**config.mk**
```make
export PLATFORM = sky130hd
export DESIGN_NAME = strobe_gate_dec8
export DESIGN_NICKNAME = d
export VERILOG_FILES = /design/src/rtl/sgd_pkg.sv /design/src/rtl/stb_fall_det.sv /design/src/rtl/stb_window.sv /design/src/rtl/gated_onehot.sv /design/src/rtl/strobe_gate_dec8.sv
export SDC_FILE = /design/constraint.sdc
export NUM_CORES = 1
export LEC_CHECK = 0
export BUFFER_PORTS_ARGS = -buffer_cell sky130_fd_sc_hd__buf_4
export CAP_MARGIN = 10
export CORE_AREA = 8 8 45 47
export CTS_BUF_LIST = sky130_fd_sc_hd__clkbuf_16
export DETAILED_ROUTE_END_ITERATION = 10
export DIE_AREA = 0 0 53 55
export HOLD_SLACK_MARGIN = 0.12
export SLEW_MARGIN = 0
export SYNTH_ARGS = -nofsm -noshare
export SYNTH_HDL_FRONTEND = slang
export SYNTH_SLANG_ARGS = --single-unit
```
**constraint.sdc**
```tcl
create_clock -name clk -period 2.3 [get_ports clk]
set_input_delay 0.115 -clock clk [delete_from_list [all_inputs] [get_ports clk]]
set_output_delay 0.115 -clock clk [all_outputs]
set_load 0.05 [all_outputs]
```
**src/rtl/sgd_pkg.sv**
```systemverilog
package sgd_pkg;
  localparam int unsigned SEL_W_DEF   = 3;
  localparam int unsigned STAGES_DEF  = 2;

  typedef enum logic [0:0] {
    STB_OPEN  = 1'b0,
    STB_CLOSE = 1'b1
  } stb_idx_e;

  typedef struct packed {
    logic close_fall;
    logic open_fall;
  } stb_evt_t;
endpackage

```
**src/rtl/stb_fall_det.sv**
```systemverilog
module stb_fall_det #(
  parameter int unsigned STAGES = 2
) (
  input  logic clk,
  input  logic rst_n,
  input  logic stb_i,
  output logic fall_o
);
  logic [STAGES-1:0] sync_q;
  logic              last_q;
  logic              cur;

  generate
    if (STAGES == 1) begin : g_one
      always_ff @(posedge clk) begin
        if (!rst_n) sync_q <= '0;
        else        sync_q <= stb_i;
      end
    end else begin : g_multi
      always_ff @(posedge clk) begin
        if (!rst_n) sync_q <= '0;
        else        sync_q <= {sync_q[STAGES-2:0], stb_i};
      end
    end
  endgenerate

  assign cur = sync_q[STAGES-1];

  always_ff @(posedge clk) begin
    if (!rst_n) last_q <= 1'b0;
    else        last_q <= cur;
  end

  assign fall_o = last_q & ~cur;

  // one detected fall cannot be followed by another in the next cycle
  p_single_fall_r9: assert property (@(posedge clk) disable iff (!rst_n)
    fall_o |=> !fall_o);

  // reset clears the history, so no fall is reported just after it
  p_reset_clear_r8: assert property (@(posedge clk)
    !rst_n |=> !fall_o);
endmodule

```
**src/rtl/stb_window.sv**
```systemverilog
module stb_window
  import sgd_pkg::*;
(
  input  logic     clk,
  input  logic     rst_n,
  input  stb_evt_t evt_i,
  output logic     window_o
);
  logic window_q;

  always_ff @(posedge clk) begin
    if (!rst_n)                window_q <= 1'b0;
    else if (evt_i.close_fall) window_q <= 1'b0;
    else if (evt_i.open_fall)  window_q <= 1'b1;
  end

  assign window_o = window_q;

  // a lone open event sets the window
  p_open_sets_r2: assert property (@(posedge clk) disable iff (!rst_n)
    (evt_i.open_fall && !evt_i.close_fall) |=> window_q);

  // a close event always clears, even alongside an open event
  p_close_wins_r7: assert property (@(posedge clk) disable iff (!rst_n)
    evt_i.close_fall |=> !window_q);

  // without events the window holds
  p_hold_r6: assert property (@(posedge clk) disable iff (!rst_n)
    (!evt_i.close_fall && !evt_i.open_fall) |=> $stable(window_q));

  // reset clears the window
  p_reset_r8: assert property (@(posedge clk)
    !rst_n |=> !window_q);
endmodule

```
**src/rtl/gated_onehot.sv**
```systemverilog
module gated_onehot #(
  parameter int unsigned SEL_W = 3,
  localparam int unsigned OUTS = 1 << SEL_W
) (
  input  logic [SEL_W-1:0] sel_i,
  input  logic             gate_i,
  output logic [OUTS-1:0]  dec_o
);
  generate
    for (genvar k = 0; k < OUTS; k++) begin : g_line
      assign dec_o[k] = gate_i && (sel_i == SEL_W'(k));
    end
  endgenerate

  // never more than one line high
  always_comb begin
    a_onehot_r1: assert ($onehot0(dec_o));
  end
endmodule

```
**src/rtl/strobe_gate_dec8.sv**
```systemverilog
module strobe_gate_dec8
  import sgd_pkg::*;
#(
  parameter int unsigned SEL_W  = SEL_W_DEF,
  parameter int unsigned STAGES = STAGES_DEF,
  localparam int unsigned OUTS  = 1 << SEL_W
) (
  input  logic             clk,
  input  logic             rst_n,
  input  logic [SEL_W-1:0] sel_i,
  input  logic             open_stb_i,
  input  logic             close_stb_i,
  input  logic             chip_sel_i,
  output logic [OUTS-1:0]  dec_o,
  output logic             window_o
);
  logic [1:0] stb_raw;
  logic [1:0] stb_fall;
  stb_evt_t   evt;
  logic       gate;

  assign stb_raw[STB_OPEN]  = open_stb_i;
  assign stb_raw[STB_CLOSE] = close_stb_i;

  generate
    for (genvar s = 0; s < 2; s++) begin : g_det
      stb_fall_det #(.STAGES(STAGES)) u_det (
        .clk    (clk),
        .rst_n  (rst_n),
        .stb_i  (stb_raw[s]),
        .fall_o (stb_fall[s])
      );
    end
  endgenerate

  assign evt.open_fall  = stb_fall[STB_OPEN];
  assign evt.close_fall = stb_fall[STB_CLOSE];

  stb_window u_win (
    .clk      (clk),
    .rst_n    (rst_n),
    .evt_i    (evt),
    .window_o (window_o)
  );

  assign gate = window_o & chip_sel_i;

  gated_onehot #(.SEL_W(SEL_W)) u_dec (
    .sel_i  (sel_i),
    .gate_i (gate),
    .dec_o  (dec_o)
  );

  // chip select low forces all lines low
  p_chip_gate_r4: assert property (@(posedge clk) disable iff (!rst_n)
    !chip_sel_i |-> (dec_o == '0));

  // open gate gives exactly one high line
  p_one_line_r1: assert property (@(posedge clk) disable iff (!rst_n)
    (window_o && chip_sel_i) |-> ($countones(dec_o) == 1));

  // closed window gives no high line
  p_closed_quiet_r3: assert property (@(posedge clk) disable iff (!rst_n)
    !window_o |-> (dec_o == '0));
endmodule

```
---- After elaboration in Yosys (flattened, before gate mapping) ----
Cells that the tools add are included.
storage, ports and cells
  register bits ........................... 7
  bits of input ports ..................... 8
operators by class
  eq/ne operators ......................... 7
  bitwise logic cells ..................... 6
  reduce and logical (&&, ||, !) cells .... 10
operator list
  cell                  count
  $eq A3 B3 Y1 const B  4
  $logic_and A1 B1 Y1   8
  $eq A3 B2 Y1 const B  2
  $and A1 B1 Y1         3
  $eq A3 B1 Y1 const B  1
  $logic_not A3 Y1      1
  $not A1 Y1            3
  $reduce_or A2 Y1      1

---- Longest topological paths before layout ----
  depth after elaboration ................. 3
  mapped depth ............................ 2
  gate-level depth less buffers ........... 2

---- Hierarchy ----
Synthesis repeated with hierarchy kept, for this count alone.
unflattened totals
  cell total of the unflattened synthesis .. 26
  area, all modules ....................... 316.6 um2
by module, submodules not included
  module            times used  cells an instance  area each (um2)  seq. area each (um2)
  stb_fall_det      2           7                  88.8             60.1
  gated_onehot      1           8                  96.3             0.0
  stb_window        1           3                  36.3             20.0
  strobe_gate_dec8  1           1                  6.3              0.0

---- Least setup slack after synthesis ----
Ideal clock, no wire load.
  path kind ............................... reg2out
  from .................................... register u_win.window_q, in the netlist u_win.window_o
  to ...................................... output dec_o[6]
  data arrival time ....................... 1.955 ns
  data required time ...................... 2.185 ns
  setup slack ............................. 0.230 ns
  stages on the path, launching flop included .. 3
  buffers on the path ..................... 0
  cells stage by stage .................... dfxtp_1 -> nand2_1 -> nor3_1
between the ends
  longest elaborated chain between the ends .. 2
RTL lines
  item                    line                    RTL
  start, declared         stb_window.sv:9         logic window_q;
  start signal, assigned  stb_window.sv:12        if (!rst_n) window_q <= 1'b0;
  start signal, assigned  stb_window.sv:13        else if (evt_i.close_fall) window_q <= 1'b0;
  start signal, assigned  stb_window.sv:14        else if (evt_i.open_fall) window_q <= 1'b1;
  $and A1 B1 Y1           strobe_gate_dec8.sv:46  assign gate = window_o & chip_sel_i;
  $logic_and A1 B1 Y1     gated_onehot.sv:11      assign dec_o[k] = gate_i && (sel_i == SEL_W'(k));
  end, declared           strobe_gate_dec8.sv:14  output logic [OUTS-1:0] dec_o,
No other way between the ends.

---- Worst setup path in the final report ----
Ends and elaborated chain as after synthesis.

==> metrics.cfg <==
[cells_and_area]
area_delta_synth_final_pct = 89.7
fin_util_pct = 36.5
n_antenna_cell = 0
fillers = 156
nNetsFinal = 61
drive_above_1_share_pct = 38.5

[synth]
synth-seq-cells = 7
synth_area_um2 = 267
synthCells = 30
syn_area_per_cell_um2 = 8.88
syn_nets = 38
synth_cell_type_count = 12
synth.top_cell.area_share_pct = 52.6
yosys_warnings = 0
yosys-top-cells-area = dfxtp_1 53%, and2_1 14%, nor2_1 8.5%
yosysSeqAreaShare_pct = 52.6
yosysTopAreaCell = dfxtp_1

[clock_network]
clk_latency_ns = 0.23
cts_sinks = 7
root_buffer = clkbuf_16
clkTransAtPathRegs_ns = 0.03
postCtsSetupRepairBufs = 0
ctsHtreeMaxLevel = 1
numCtsBuffers = 3
cts_tree = built
cts_buffer_depth = 2

[route]
viasPerCell = 4.19
drt_iter0_drc = 1
postRouteAntennaNets = 0
route.final.wire_length_um = 703
drt_first_pass_iters = 2
drc = 0
dr_total_vias = 285
wire_per_inst_um = 10.3

[power_and_ir_drop]
power_leakage_nw = 0.229
ir_drop_mv = 0.507
cellInternalPower_mw = 0.368
share_seq_of_total_power_pct = 28.9
swShare_pct = 17.2
p_per_area_mw_per_mm2 = 881
switching_power_mw = 0.0768
pwr-share-clk_pct = 64.8
power_frac_comb_pct = 6.3

[die]
die_w_um = 53
die_y_um = 55
die_area_mm2 = 0.00292
start_util_pct = 19.3
pin_count = 17
num_rows = 14
design.core.area_mm2 = 0.00138

[timing]
period_share_pct = 55.2
slew_violations = 0
slew_headroom_pct = 87.7
final-setup-viol-count = 0
worst_pin_slew_ns = 0.183
setup_ws_ns = 1.03
hold_viol_final = 0
rsz0062_at_grt = false
finalClockSkew_ns = 0.000207
fmax_mhz = 787
min_period_ns = 1.27
setup_tns_ns = 0

[global_routing]
track_usage_pct = 5.63
antenna_found_initial = 0
grt_max_degree = 8
grt_overflow = 0
grt_pass1_wl_um = 1140
grt_pass1_vias = 319

[critical_path]
startpoint_type = flip-flop
ff2ff_path_depth = 2
r2r-start = g_det[0].u_det.last_q
cpLargestDelayFamily = flip-flops
crit_type = flip-flop to output port
path_cells = nand2_1, nor3_1, buf_4
end_kind = output port
cp_slowest_cell = dfxtp_1
regToRegEndpoint = u_win.window_o
crit_path_max_incr_delay_ns = 0.36
crit_buf_inv = 1
cp.arrival_ns = 1.16
cp.required_ns = 2.18
path_max_fanout = 4
ff2ff_setup_slack_ns = 1.56

[hold_path]
hold_depth = 2
hp-class = input port to flip-flop
min_from = rst_n
holdPathEnd = g_det[1].u_det.sync_q[1]

[place]
post-place-ws_ns = 1.24
dp_hpwl_um = 540
port_buffers = 16
gp_congestion = 0.825

[status]
status = finished, final reports clean

[flow_run]
maxCapViolations = 0

## layout make-up
type	count	area, um^2	share of cell area, %
flip-flops and latches	7	140	27.7
clock buffers	3	75.1	14.9
clock inverters	1	3.75	0.743
multi-input cells	22	123	24.3
repair buffers	18	140	27.7
inverters	1	3.75	0.743
well taps	16	20.0	3.96
## worst register-to-register path, delay by kind of cell, from the launching register on
family | cells | cell delay (ns)
flip-flops | 1 | 0.28
AO/OA/AOI/OAI | 1 | 0.23
AND/OR/NAND/NOR | 1 | 0.12
## synthesized netlist by cell type
cell type	number
nand2_1	2
nand3b_1	1
dfxtp_1	7
and2_1	6
o221a_2	1
nor2b_1	1
or3b_1	1
nand3_1	1
inv_1	1
nor2_1	6
nor3_1	2
nand2b_1	1
## worst max path at each step
stage / startpoint / end / slack, ns / depth (start not counted)
2_1_floorplan: u_win.window_o / dec_o[6] / 0.23 / 2
3_3_place_gp: sel_i[1] / dec_o[4] / 1.26 / 4
3_5_place_dp: sel_i[1] / dec_o[0] / 1.24 / 4
4_1_cts: u_win.window_o / dec_o[6] / 1.02 / 3
5_1_grt: u_win.window_o / dec_o[2] / 0.91 / 3
6_report: u_win.window_o / dec_o[6] / 1.03 / 3
## layout by cell type, fill, tap and decap left out, drive strengths merged
cell         instances
clkbuf               3
buf                 16
dfxtp                7
inv                  2
nand2b               1
nand3                1
dlygate4sd3          2
and2                 6
nand3b               1
or3b                 1
nor2b                1
nor2                 6
nor3                 2
o221a                1
nand2                2
## power by group through the flow
stage | Clock [mW] | Combinational (mW) | Sequential, mW
3_3_place_gp | 0 | 0.0251 | 0.130
5_1_grt | 0.303 | 0.0302 | 0.129
3_5_place_dp | 0 | 0.0254 | 0.130
4_1_cts | 0.295 | 0.0282 | 0.129
2_1_floorplan | 0 | 0.00896 | 0.132
6_report | 0.289 | 0.0279 | 0.129
## what timing repair did
item | CTS | global route
gates resized for setup | 0 | 0
hold endpoints to repair | 2 | 0
hold buffers | 2 | 0
## cell families (layout without fill, tap and decap cells)
| family | after synthesis | in the layout | share of synthesized area (%) |
|---|---|---|---|
| AO/OA/AOI/OAI | 1 | 1 | 4.23 |
| AND/OR/NAND/NOR | 21 | 21 | 41.8 |
| buffers and inverters | 1 | 23 | 1.41 |
| flip-flops | 7 | 7 | 52.6 |
## routing by layer
metal	track usage, %	part of all wire [%]	vias to the layer above
met5	0	0	-
met4	6.47	3.6	0
met2	8.98	37	20
li1	-	-	140
met3	3.74	21	3
met1	4.26	39	122
## through the flow
step / cell area, um^2 / hold slack, ns / total power [mW] / cells
after global placement: 407 / 0.317 / 0.155 / 62
final: 505 / 0.131 / 0.445 / 68
after CTS: 505 / 0.133 / 0.452 / 68
after global routing: 505 / 0.151 / 0.463 / 68
after detailed placement: 407 / 0.323 / 0.156 / 62
after floorplan: 267 / 0.237 / 0.141 / 30
## flip-flops by register name, indices dropped and copies added (netlist names)
register and cells:
g_det.u_det.last_q 2, g_det.u_det.sync_q 4, u_win.window_o 1
(Power assumes the default switching activity.)
